--- src/rtl/cfgrx_pkg.sv ---
package cfgrx_pkg;
  typedef enum logic [2:0] {
    ST_IDLE,
    ST_RECV,
    ST_ACK_WAIT,
    ST_ACK_DRIVE,
    ST_IGNORE
  } rx_state_t;
endpackage

--- src/rtl/cfgrx_sync.sv ---
module cfgrx_sync #(
  parameter int STAGES = 2
) (
  input  logic clk,
  input  logic rst,
  input  logic d_in,
  output logic q_out
);
  logic [STAGES-1:0] chain;

  genvar g;
  generate
    for (g = 0; g < STAGES; g++) begin : g_stage
      always_ff @(posedge clk) begin
        if (rst) chain[g] <= 1'b1;
        else if (g == 0) chain[g] <= d_in;
        else chain[g] <= chain[(g == 0) ? 0 : g-1];
      end
    end
  endgenerate

  assign q_out = chain[STAGES-1];
endmodule

--- src/rtl/cfgrx_frame.sv ---
module cfgrx_frame
  import cfgrx_pkg::*;
#(
  parameter logic [7:0] SLAVE_ADDR  = 8'hD2,
  parameter int         FRAME_BYTES = 11,
  parameter int         HDR_BYTES   = 3,
  localparam int        CNT_W       = $clog2(FRAME_BYTES + 1),
  localparam int        IDX_W       = $clog2(FRAME_BYTES - HDR_BYTES)
) (
  input  logic             clk,
  input  logic             rst,
  input  logic             scl_s,
  input  logic             sda_s,
  output logic             sda_low,
  output logic             wr_en,
  output logic [IDX_W-1:0] wr_idx,
  output logic [7:0]       wr_data
);
  rx_state_t        state;
  logic             scl_d, sda_d;
  logic [2:0]       bit_cnt;
  logic [CNT_W-1:0] byte_cnt;
  logic [6:0]       shreg;
  logic             scl_rise, scl_fall, start_c, stop_c;
  logic [7:0]       full_byte;
  logic [CNT_W-1:0] rel_idx;

  assign scl_rise  = scl_s & ~scl_d;
  assign scl_fall  = ~scl_s & scl_d;
  assign start_c   = scl_s & scl_d & sda_d & ~sda_s;
  assign stop_c    = scl_s & scl_d & ~sda_d & sda_s;
  assign full_byte = {shreg, sda_s};
  assign rel_idx   = byte_cnt - CNT_W'(HDR_BYTES);

  always_ff @(posedge clk) begin
    if (rst) begin
      scl_d <= 1'b1;
      sda_d <= 1'b1;
    end else begin
      scl_d <= scl_s;
      sda_d <= sda_s;
    end
  end

  always_ff @(posedge clk) begin
    if (rst) begin
      state    <= ST_IDLE;
      bit_cnt  <= '0;
      byte_cnt <= '0;
      shreg    <= '0;
      sda_low  <= 1'b0;
      wr_en    <= 1'b0;
      wr_idx   <= '0;
      wr_data  <= '0;
    end else begin
      wr_en <= 1'b0;
      if (start_c) begin
        state    <= ST_RECV;
        bit_cnt  <= '0;
        byte_cnt <= '0;
        sda_low  <= 1'b0;
      end else if (stop_c) begin
        state   <= ST_IDLE;
        sda_low <= 1'b0;
      end else begin
        case (state)
          ST_RECV: if (scl_rise) begin
            shreg   <= full_byte[6:0];
            bit_cnt <= bit_cnt + 3'd1;
            if (bit_cnt == 3'd7) begin
              if (byte_cnt == '0) begin
                if (full_byte == SLAVE_ADDR) begin
                  state    <= ST_ACK_WAIT;
                  byte_cnt <= byte_cnt + 1'b1;
                end else begin
                  state <= ST_IGNORE;
                end
              end else if (byte_cnt < CNT_W'(FRAME_BYTES)) begin
                state    <= ST_ACK_WAIT;
                byte_cnt <= byte_cnt + 1'b1;
                if (byte_cnt >= CNT_W'(HDR_BYTES)) begin
                  wr_en   <= 1'b1;
                  wr_idx  <= rel_idx[IDX_W-1:0];
                  wr_data <= full_byte;
                end
              end else begin
                state <= ST_IGNORE;
              end
            end
          end
          ST_ACK_WAIT: if (scl_fall) begin
            sda_low <= 1'b1;
            state   <= ST_ACK_DRIVE;
          end
          ST_ACK_DRIVE: if (scl_fall) begin
            sda_low <= 1'b0;
            state   <= ST_RECV;
          end
          default: ;
        endcase
      end
    end
  end

  a_r2_ack_with_scl_low: assert property (@(posedge clk) disable iff (rst)
    $rose(sda_low) |-> !scl_s);
  a_r3_silent_when_ignoring: assert property (@(posedge clk) disable iff (rst)
    (state == ST_IGNORE) |-> !sda_low);
  a_r9_commit_after_rise: assert property (@(posedge clk) disable iff (rst)
    wr_en |-> $past(scl_s && !scl_d));
endmodule

--- src/rtl/cfgrx_regs.sv ---
module cfgrx_regs #(
  parameter int IDX_W = 3
) (
  input  logic             clk,
  input  logic             rst,
  input  logic             wr_en,
  input  logic [IDX_W-1:0] wr_idx,
  input  logic [7:0]       wr_data,
  output logic             use_reg_code,
  output logic [3:0]       freq_code,
  output logic [1:0]       op_mode,
  output logic [3:0]       cpu_sdr_en,
  output logic [6:0]       pci_en,
  output logic [5:0]       periph_en,
  output logic [3:0]       ref_en
);
  logic msb_unused;
  assign msb_unused = wr_data[7];

  always_ff @(posedge clk) begin
    if (rst) begin
      use_reg_code <= 1'b0;
      freq_code    <= '0;
      op_mode      <= 2'b00;
      cpu_sdr_en   <= '1;
      pci_en       <= '1;
      periph_en    <= '1;
      ref_en       <= '1;
    end else if (wr_en) begin
      if (wr_idx == IDX_W'(0)) begin
        freq_code    <= {wr_data[2], wr_data[6:4]};
        use_reg_code <= wr_data[3];
        op_mode      <= wr_data[1:0];
      end
      if (wr_idx == IDX_W'(1)) cpu_sdr_en <= wr_data[3:0];
      if (wr_idx == IDX_W'(2)) pci_en     <= wr_data[6:0];
      if (wr_idx == IDX_W'(3)) periph_en  <= wr_data[5:0];
      if (wr_idx == IDX_W'(5)) ref_en     <= {wr_data[5:4], wr_data[1:0]};
    end
  end

  a_r1_defaults_after_reset: assert property (@(posedge clk) disable iff (rst)
    $past(rst) |-> (op_mode == 2'b00 && freq_code == 4'h0 && !use_reg_code &&
                    &cpu_sdr_en && &pci_en && &periph_en && &ref_en));
  a_r9_hold_without_write: assert property (@(posedge clk) disable iff (rst)
    !wr_en |=> $stable({use_reg_code, freq_code, op_mode, cpu_sdr_en,
                        pci_en, periph_en, ref_en}));
endmodule

--- src/rtl/clkcfg_wr_rx.sv ---
module clkcfg_wr_rx #(
  parameter int         SYNC_STAGES = 2,
  parameter logic [7:0] SLAVE_ADDR  = 8'hD2,
  parameter int         FRAME_BYTES = 11,
  parameter int         HDR_BYTES   = 3,
  localparam int        IDX_W       = $clog2(FRAME_BYTES - HDR_BYTES)
) (
  input  logic       clk,
  input  logic       rst,
  input  logic       scl_in,
  input  logic       sda_in,
  output logic       sda_pull_low,
  output logic       use_reg_code,
  output logic [3:0] freq_code,
  output logic [1:0] op_mode,
  output logic [3:0] cpu_sdr_en,
  output logic [6:0] pci_en,
  output logic [5:0] periph_en,
  output logic [3:0] ref_en
);
  logic             scl_s, sda_s, wr_en;
  logic [IDX_W-1:0] wr_idx;
  logic [7:0]       wr_data;

  cfgrx_sync #(.STAGES(SYNC_STAGES)) u_sync_scl (
    .clk(clk), .rst(rst), .d_in(scl_in), .q_out(scl_s));
  cfgrx_sync #(.STAGES(SYNC_STAGES)) u_sync_sda (
    .clk(clk), .rst(rst), .d_in(sda_in), .q_out(sda_s));

  cfgrx_frame #(
    .SLAVE_ADDR(SLAVE_ADDR), .FRAME_BYTES(FRAME_BYTES), .HDR_BYTES(HDR_BYTES)
  ) u_frame (
    .clk(clk), .rst(rst), .scl_s(scl_s), .sda_s(sda_s),
    .sda_low(sda_pull_low), .wr_en(wr_en), .wr_idx(wr_idx), .wr_data(wr_data));

  cfgrx_regs #(.IDX_W(IDX_W)) u_regs (
    .clk(clk), .rst(rst), .wr_en(wr_en), .wr_idx(wr_idx), .wr_data(wr_data),
    .use_reg_code(use_reg_code), .freq_code(freq_code), .op_mode(op_mode),
    .cpu_sdr_en(cpu_sdr_en), .pci_en(pci_en), .periph_en(periph_en),
    .ref_en(ref_en));
endmodule

--- config.mk ---
export PLATFORM = sky130hd
export DESIGN_NAME = clkcfg_wr_rx
export DESIGN_NICKNAME = d
export VERILOG_FILES = /design/src/rtl/cfgrx_pkg.sv /design/src/rtl/cfgrx_sync.sv /design/src/rtl/cfgrx_frame.sv /design/src/rtl/cfgrx_regs.sv /design/src/rtl/clkcfg_wr_rx.sv
export SDC_FILE = /design/constraint.sdc
export NUM_CORES = 1
export LEC_CHECK = 0
export BUFFER_PORTS_ARGS = -buffer_cell sky130_fd_sc_hd__buf_4
export CORE_MARGIN = 8
export CORE_UTILIZATION = 45
export DETAILED_ROUTE_END_ITERATION = 7
export PLACE_DENSITY = 0.72
export SLEW_MARGIN = 5
export SYNTH_ARGS = -nofsm -noshare
export SYNTH_HDL_FRONTEND = slang
export SYNTH_SLANG_ARGS = --single-unit
--- constraint.sdc ---
create_clock -name clk -period 1.9 [get_ports clk]
set_clock_uncertainty 0.15 [all_clocks]
set_input_delay 0.095 -clock clk [delete_from_list [all_inputs] [get_ports clk]]
set_output_delay 0.095 -clock clk [all_outputs]
set_load 0.01 [all_outputs]
==> results of run 1 <==
[timing repair]
item,in CTS,in global routing
hold endpoints to repair,17,0
gates resized for setup,0,5
hold buffers,3,0
setup buffers,0,1
endpoints found under the setup margin,0,12
[metal layers]
metal / wire [um] / vias to the layer above
li1: - / 983
met1: 2630 / 924
met2: 2570 / 31
met3: 123 / 6
met4: 71 / 0
met5: 0 / -
[through the flow]
stage	hold slack (ps)	setup WS, ps	std cells
global route	274	13.9	378
finish	260	67.7	378
detailed placement	134	38.6	357
CTS	261	26.1	376
global placement	129	70.2	357
floorplan	34.7	5.59	254
[power breakdown]
| group | internal, mW | leakage (nW) | switching, mW | total [mW] |
|---|---|---|---|---|
| Sequential | 1.33 | 0.509 | 0.00570 | 1.33 |
| Clock | 0.580 | 0.0946 | 0.515 | 1.09 |
| Combinational | 0.0233 | 0.749 | 0.0323 | 0.0556 |
| Total | 1.93 | 1.35 | 0.553 | 2.48 |
[state kept, by name (all words and copies together) (netlist names), 2 cells and up]
register	flops
u_frame.state	3
u_regs.freq_code	4
u_frame.bit_cnt	3
u_regs.pci_en	7
u_regs.ref_en	4
u_regs.op_mode	2
u_frame.byte_cnt	4
u_frame.shreg	7
u_frame.wr_idx	3
u_regs.cpu_sdr_en	4
u_regs.periph_en	6
u_frame.wr_data	7
[kinds of logic (layout without fill, tap and decap cells)]
family / after synthesis / in the layout
flip-flops: 63 / 63
multiplexers: 37 / 37
buffers and inverters: 17 / 69
adder cells (fa/ha/maj): 4 / 4
AO/OA/AOI/OAI: 36 / 36
AND/OR/NAND/NOR: 94 / 94
XOR/XNOR: 3 / 3
[cell usage after synthesis, types with 2 or more instances]
library cell,number,area [um2]
nor3_2,2,20.0
a211oi_1,2,15.0
clkbuf_1,9,33.8
ha_1,4,50.1
nand3_1,4,20.0
nand4b_1,4,35.0
mux2i_1,37,370
a31o_2,8,70.1
xnor2_1,2,17.5
or2_2,6,37.5
nand4_1,2,12.5
nand2b_1,4,25.0
nor2_1,23,86.3
o21ai_0,7,35.0
dfxtp_1,63,1260
and3_1,2,12.5
inv_1,2,7.51
buf_2,3,15.0
a21oi_1,12,60.1
nand2_1,36,135
[worst max path at each step]
stage / endpoint / startpoint / cells after the start / slack, ps
after detailed placement: u_frame.wr_data[1] / u_frame.bit_cnt[0] / 6 / 40
after global routing: u_frame.byte_cnt[2] / u_frame.shreg[2] / 4 / 10
after CTS: u_frame.wr_data[6] / u_frame.bit_cnt[0] / 6 / 30
after floorplan: u_frame.wr_data[6] / u_frame.bit_cnt[0] / 8 / 6
final: u_frame.byte_cnt[2] / u_frame.shreg[2] / 4 / 70
after global placement: u_frame.wr_data[3] / u_frame.bit_cnt[0] / 6 / 70
[final cells by class]
class / instances / share of cell area [%]
inverters: 3 / 0.361
flip-flops and latches: 63 / 40.4
well taps: 72 / 2.89
multi-input cells: 174 / 37.8
repair buffers: 50 / 12.3
clock buffers: 12 / 5.29
clock inverters: 4 / 0.922
[cell usage in the layout, fill, tap and decap left out, types with 3 or more instances in the layout]
master / n
dfxtp_1: 63
buf_4: 45
mux2i_1: 37
nand2_1: 36
nor2_1: 23
a21oi_1: 12
clkbuf_8: 12
a31o_2: 8
o21ai_0: 7
or2_2: 6
nand2b_1: 4
nand4b_1: 4
nand3_1: 4
ha_1: 3
dlygate4sd3_1: 3
[worst max-delay path: stages, from the launching register on]
cell     delay [ps]
dfxtp_1         330
or4b_4          520
o211a_1         240
or4_1           460
nand2_1          80
==> impl_metrics.json, run 1 <==
{
  "syn_area_mm2": 0.00249,
  "worst_slew_pin_slew_ps": 480,
  "min_to": "u_sync_scl.q_out",
  "nets": 309,
  "grt_use_total_pct": 13.9,
  "ff2ff_path_depth": 4,
  "total_power_mw": 2.48,
  "post-route-util_pct": 57.4,
  "powerDensity_mw_per_mm2": 795,
  "die-area_mm2": 0.00818,
  "outcome": "finished clean",
  "cp-end-kind": "flip-flop",
  "peakVddDrop_mv": 0.510,
  "holdPathStages": 1,
  "yosysWarnings": 0,
  "nFillCells": 480,
  "grt.busiest_layer": "met2",
  "finalMaxSlewViolations": 0,
  "synth.distinct_cells": 42,
  "rows": 27,
  "period_needed_ps": 1830,
  "die_w_um": 90.5,
  "grt_util_met1_pct": 16.8,
  "timing.fmax_mhz": 546,
  "netlist_instances": 254,
  "fin_area_mm2": 0.00312,
  "core_mm2": 0.00544,
  "finalSetupTns_ps": 0,
  "hpwl_um": 3690,
  "r2r_slack_ps": 70,
  "grt_pass1_wl_um": 9220,
  "synthFlopType": "dfxtp_1",
  "grt-ovfl-total": 0,
  "grt_setup_unrepaired": "false",
  "die_y_um": 90.5,
  "use_met2_pct": 21.9,
  "timing.rr.start": "u_frame.shreg[2]",
  "cts.sinks": 63,
  "worstHoldStart": "u_sync_scl.chain[0]",
  "clk_latency_ps": 340,
  "worstPathRequired_ps": 2030,
  "drc": 0,
  "grt_antenna_before_repair": 0,
  "placed_area_mm2": 0.00287,
  "cts_made_buffers": 9,
  "synth-adder-area-share_pct": 2.01,
  "cts-htree-levels": 3,
  "antenna_cells": 0,
  "synth_nets": 262,
  "final_hold_viol_count": 0,
  "cts_tree": "yes",
  "finalWeightedCongestion": 0.839,
  "start_util_pct": 45.9,
  "setup_viol": 0,
  "yosys-mux-area-fraction_pct": 14.8,
  "portBuffers": 32,
  "drt-vias-per-instance": 5.14,
  "synth_compound_area_share_pct": 9.43,
  "io_pins": 33,
  "critPathKind": "reg2reg",
  "synth_top_family_by_area": "simple AND/OR/NAND/NOR gates",
  "postRouteAntennaNets": 0,
  "syn_avg_cell_area_um2": 9.82,
  "use_met3_pct": 3.66,
  "routedWlPerCell_um": 14.3,
  "drtIter0Drc": 124,
  "final.period_utilization_pct": 96.4,
  "ys_ff_latch": 63,
  "async_reset_ff_share_pct": 0,
  "ff_latch_area_mm2": 0.00126,
  "drive_gt1_share_pct": 28.4,
  "hp-class": "reg2reg",
  "synth_edf_count": 0,
  "clockBufferDepth": 2,
  "grt_max_degree": 25,
  "worstReg2RegEnd": "u_frame.byte_cnt[2]",
  "ys_seq_area_share_pct": 50.6,
  "clk_pin_slew_worst_paths_ps": 70,
  "cap_violations": 0,
  "grt_pass1_vias": 1897,
  "start_kind": "flip-flop",
  "wl_um": 5390,
  "yosys.area_share.simple_pct": 19.3,
  "maxSlewHeadroom_pct": 67.9,
  "areaGrowthSynthToFinish_pct": 25.1,
  "path_max_fanout": 4,
  "arrival_ps": 1960,
  "p_leak_nw": 1.35,
  "via_count": 1944,
  "multi_input_comb_area_mm2": 0.00118,
  "drt_first_pass_iters": 4,
  "synthXorXnorAreaFrac_pct": 1.05,
  "clock-root-buffer": "clkbuf_8"
}
No activity file was read; power rests on OpenSTA's default activity.
==> run 2, diff against run 1 <==
- CORE_ASPECT_RATIO: default -> 0.9
==> impl_metrics.json, run 2 (synthesis gave the netlist of run 1 again) <==
{
  "outcome": "finished clean",
  "die_w_um": 94.5,
  "preCtsSetupSlack_ps": 41.1,
  "start_kind": "flip-flop",
  "reg.largest.list": "u_frame.shreg: 7 flops, u_frame.wr_data: 7 flops, u_regs.pci_en: 7 flops",
  "drive_gt1_share_pct": 29.2,
  "worst_slew_pin_slew_ps": 574,
  "met3_length_um": 184,
  "worstPathRequired_ps": 2040,
  "die-area_mm2": 0.00819,
  "clk_latency_ps": 350,
  "cts_setup_buffers": 0,
  "wl_um": 5630,
  "maxSlewHeadroom_pct": 61.6,
  "max_stage_delay_ps": 540,
  "final.period_utilization_pct": 97.1,
  "cts_made_buffers": 9,
  "worstPathCellList": "or4b_4, o211a_1, or4_1, nand2_1",
  "cpLargestDelayFamily": "simple AND/OR/NAND/NOR gates",
  "grt_pass1_vias": 1853,
  "dpl.cell_count": 353,
  "period_needed_ps": 1850,
  "clock-root-buffer": "clkbuf_8",
  "via_count": 1929,
  "rows": 25,
  "grt_max_degree": 32,
  "route.met2.wl_um": 2610,
  "arrival_ps": 1980,
  "routedWlPerCell_um": 15.1,
  "critPathKind": "reg2reg",
  "hpwl_um": 3910,
  "setup_viol": 0,
  "portBuffers": 32,
  "finalWeightedCongestion": 0.816,
  "finalWorstSetupSlack_ps": 54.8,
  "grt_use_total_pct": 14.7,
  "drt_first_pass_iters": 4,
  "p_leak_nw": 1.35,
  "drc": 0,
  "cts-htree-levels": 3,
  "cp.buffers_inverters": 0,
  "cap_violations": 0,
  "nets": 308,
  "areaGrowthSynthToFinish_pct": 24.5,
  "top_layer": "met4",
  "grt_antenna_before_repair": 0,
  "peakVddDrop_mv": 0.487,
  "drt-vias-per-instance": 5.19,
  "clockBufferDepth": 2,
  "timing.fmax_mhz": 542,
  "core_mm2": 0.00532,
  "critPathSlowestCell": "or4b_4",
  "fin_cells": 372,
  "finalMaxSlewViolations": 0,
  "cp-end-kind": "flip-flop",
  "antenna_cells": 0,
  "postRouteAntennaNets": 0,
  "finalSetupTns_ps": 0,
  "cts.sinks": 63,
  "drt-met1-wl_um": 2740,
  "grt_pass1_wl_um": 9310,
  "grt_setup_unrepaired": "false",
  "cts_tree": "yes",
  "start_util_pct": 46.9,
  "powerDensity_mw_per_mm2": 817,
  "layout_commonest_cell": "dfxtp_1",
  "layout_common_cells": "59 x dfxtp_1, 46 x buf_4, 37 x mux2i_1",
  "io_pins": 33,
  "grt-ovfl-total": 0,
  "hp-class": "reg2reg",
  "die_y_um": 86.6,
  "final_hold_viol_count": 0,
  "clk_pin_slew_worst_paths_ps": 70,
  "path_max_fanout": 3,
  "drtIter0Drc": 153,
  "nFillCells": 467
}
-- run 2: area by class of cell --
cell class                      count  area (um2)  share of cell area [%]
Inverter                            3        11.3                   0.362
Tap cell                           67        83.8                    2.70
Multi-Input combinational cell    174        1170                    37.8
Sequential cell                    63        1270                    40.8
Clock buffer                        9         124                    3.99
Timing Repair Buffer               49         375                    12.1
Clock inverter                      7        72.6                    2.34
-- run 2: path summary, 6_finish.rpt --
path | cells past startpoint | start | slack (ps) | endpoint
worst max register to register | 4 | u_frame.shreg[1] | 50 | u_frame.byte_cnt[2]
worst max-delay path | 4 | u_frame.shreg[1] | 50 | u_frame.byte_cnt[2]
worst min register to register | 1 | u_sync_sda.chain[0] | 260 | u_sync_sda.q_out
worst min-delay path | 1 | u_sync_sda.chain[0] | 260 | u_sync_sda.q_out
-- run 2: where the power goes --
group | internal [mW] | switching, mW | total, mW
Combinational | 0.0236 | 0.0324 | 0.0560
Clock | 0.606 | 0.545 | 1.15
Sequential | 1.32 | 0.00537 | 1.33
Total | 1.95 | 0.583 | 2.54
-- run 2: what timing repair did --
item | 4_1_cts | 5_1_grt
endpoints found under the hold margin | 17 | 0
resized for setup | 0 | 7
hold buffers | 3 | 0
setup endpoints to repair | 0 | 12
-- run 2: per-stage QoR --
stage	hold WS, ps	util, %	cell area [um2]	power [mW]
floorplan	34.7	-	2520	1.39
global placement	130	54.0	2870	1.41
detailed placement	133	54.0	2870	1.41
CTS	269	58.3	3100	2.57
global route	283	58.4	3110	2.63
finish	262	58.4	3110	2.54
-- run 2: metal layers --
| metal | up-vias | global-route usage [%] |
|---|---|---|
| met2 | 32 | 22.0 |
| met5 | - | 0 |
| met4 | 0 | 6.37 |
| met3 | 7 | 4.92 |
| li1 | 976 | - |
| met1 | 914 | 18.5 |
-- run 2: worst reg2reg max path: stages (launching register included) --
cell	delay, ps
dfxtp_2	320
or4b_4	540
o211a_1	250
or4_1	470
nand2_1	70
==> run 3, diff against run 2 <==
- CORE_ASPECT_RATIO: 0.9 -> 1.2
==> impl_metrics.json, run 3 (synthesis gave the netlist of run 1 again) <==
{
  "ff2ff_path_depth": 6,
  "antenna_cells": 0,
  "finalSetupTns_ps": 0,
  "reg.largest.list": "u_frame.shreg: 7 flops, u_frame.wr_data: 7 flops, u_regs.pci_en: 7 flops",
  "grt_max_degree": 34,
  "worstPathRequired_ps": 1970,
  "final_hold_viol_count": 0,
  "peakVddDrop_mv": 0.463,
  "nFillCells": 472,
  "p_seq_share_pct": 55.1,
  "final.period_utilization_pct": 96.0,
  "nets": 309,
  "powerDensity_mw_per_mm2": 783,
  "hpwl_um": 3750,
  "cap_violations": 0,
  "p_leak_nw": 1.34,
  "arrival_ps": 1900,
  "ff_latch_area_mm2": 0.00126,
  "finalWeightedCongestion": 0.817,
  "outcome": "finished clean",
  "holdPathStages": 1,
  "postRouteAntennaNets": 0,
  "maxSlewHeadroom_pct": 65.7,
  "multi_input_comb_area_mm2": 0.00117,
  "drt-vias-per-instance": 5.31,
  "cts_tree": "yes",
  "rows": 29,
  "die-area_mm2": 0.00819,
  "path_max_fanout": 10,
  "grt_pass1_vias": 1833,
  "p_int_mw": 1.89,
  "worstReg2RegEnd": "u_frame.wr_data[2]",
  "cpLargestDelayFamily": "simple AND/OR/NAND/NOR gates",
  "drtIter0Drc": 144,
  "wl_um": 5200,
  "r2r_slack_ps": 80,
  "die_w_um": 84.0,
  "finalWorstSetupSlack_ps": 76.0,
  "start_kind": "flip-flop",
  "start_util_pct": 46.8,
  "grt_setup_unrepaired": "false",
  "preCtsSetupSlack_ps": 28.1,
  "cts.sinks": 63,
  "worstHoldStart": "u_sync_sda.chain[0]",
  "clk_pin_slew_worst_paths_ps": 60,
  "period_needed_ps": 1820,
  "grt_antenna_before_repair": 0,
  "drt_first_pass_iters": 4,
  "core_mm2": 0.00533,
  "cts-htree-levels": 3,
  "layout_common_cells": "62 x dfxtp_1, 47 x buf_4, 37 x mux2i_1",
  "clockBufferDepth": 2,
  "timing.fmax_mhz": 548,
  "routedWlPerCell_um": 14.1,
  "power_frac_comb_pct": 2.3,
  "grt_pass1_wl_um": 8770,
  "critPathSlowestCell": "dfxtp_1",
  "setup_viol": 0,
  "cp.buffers_inverters": 0,
  "total_power_mw": 2.41,
  "path_depth": 6,
  "areaGrowthSynthToFinish_pct": 23.6,
  "via_count": 1955,
  "cts_made_buffers": 9,
  "switchingPower_uw": 524,
  "worst_slew_pin_slew_ps": 514,
  "io_pins": 33,
  "die_y_um": 97.6,
  "critPathKind": "reg2reg",
  "grt-ovfl-total": 0,
  "cts_setup_buffers": 0,
  "finalMaxSlewViolations": 0,
  "clk_latency_ps": 330,
  "p_clk_share_pct": 42.5,
  "crit_start": "u_frame.bit_cnt[0]",
  "swShare_pct": 21.7,
  "drive_gt1_share_pct": 27.8,
  "drc": 0,
  "timing.rr.start": "u_frame.bit_cnt[0]",
  "hp-class": "reg2reg",
  "endpoint": "u_frame.wr_data[2]",
  "portBuffers": 32,
  "worstPathCellList": "ha_2, ha_1, and3b_2, and3_4, and2_2, a31o_2",
  "grt_use_total_pct": 13.0,
  "layout_commonest_cell": "dfxtp_1",
  "clock-root-buffer": "clkbuf_8",
  "max_stage_delay_ps": 320,
  "cp-end-kind": "flip-flop"
}
==> run 3: metrics by stage <==
step           hold WS (ps)  instances  utilization, %  instance area (um2)
6_report                258        368            57.8                 3080
3_3_place_gp            129        349            53.9                 2870
4_1_cts                 261        368            57.8                 3080
2_1_floorplan          34.7        254               -                 2520
3_5_place_dp            135        349            53.9                 2870
5_1_grt                 281        368            57.8                 3080
==> run 3: power groups by stage <==
stage	combinational [mW]	clock (mW)	sequential (mW)
after floorplan	0.0338	0	1.36
after global routing	0.0611	1.14	1.33
after detailed placement	0.0508	0	1.36
final	0.0560	1.03	1.33
after CTS	0.0561	1.07	1.33
after global placement	0.0505	0	1.36
==> run 3: cell type report <==
cell class / instances / share of cell area [%]
multi-input combinational: 174 / 38.1
clock inverter: 3 / 0.568
clock buffer: 13 / 5.15
sequential: 63 / 40.9
tap: 62 / 2.52
inverter: 3 / 0.365
timing repair buffer: 50 / 12.4
==> run 3: repair_timing <==
item	CTS	global route
resized for setup	0	3
setup endpoints to repair	0	12
hold buffers	3	0
hold endpoints to repair	6	0
==> run 3: per-layer routing <==
metal	part of all wire (%)	GRT usage (%)	vias up	routed length [um]
li1	-	-	980	-
met2	49	20.9	43	2540
met1	44	14.6	924	2300
met5	0	0	-	0
met3	5.3	5.03	8	278
met4	1.7	6.39	0	88
==> run 3: how the worst min path moves through the flow <==
stage | end | slack, ps
final | u_sync_sda.q_out | 260
after global routing | u_sync_scl.q_out | 280
after CTS | u_sync_sda.q_out | 260
after detailed placement | u_sync_sda.chain[0] | 130
after global placement | u_sync_sda.chain[0] | 130
after floorplan | u_frame.state[0] | 30
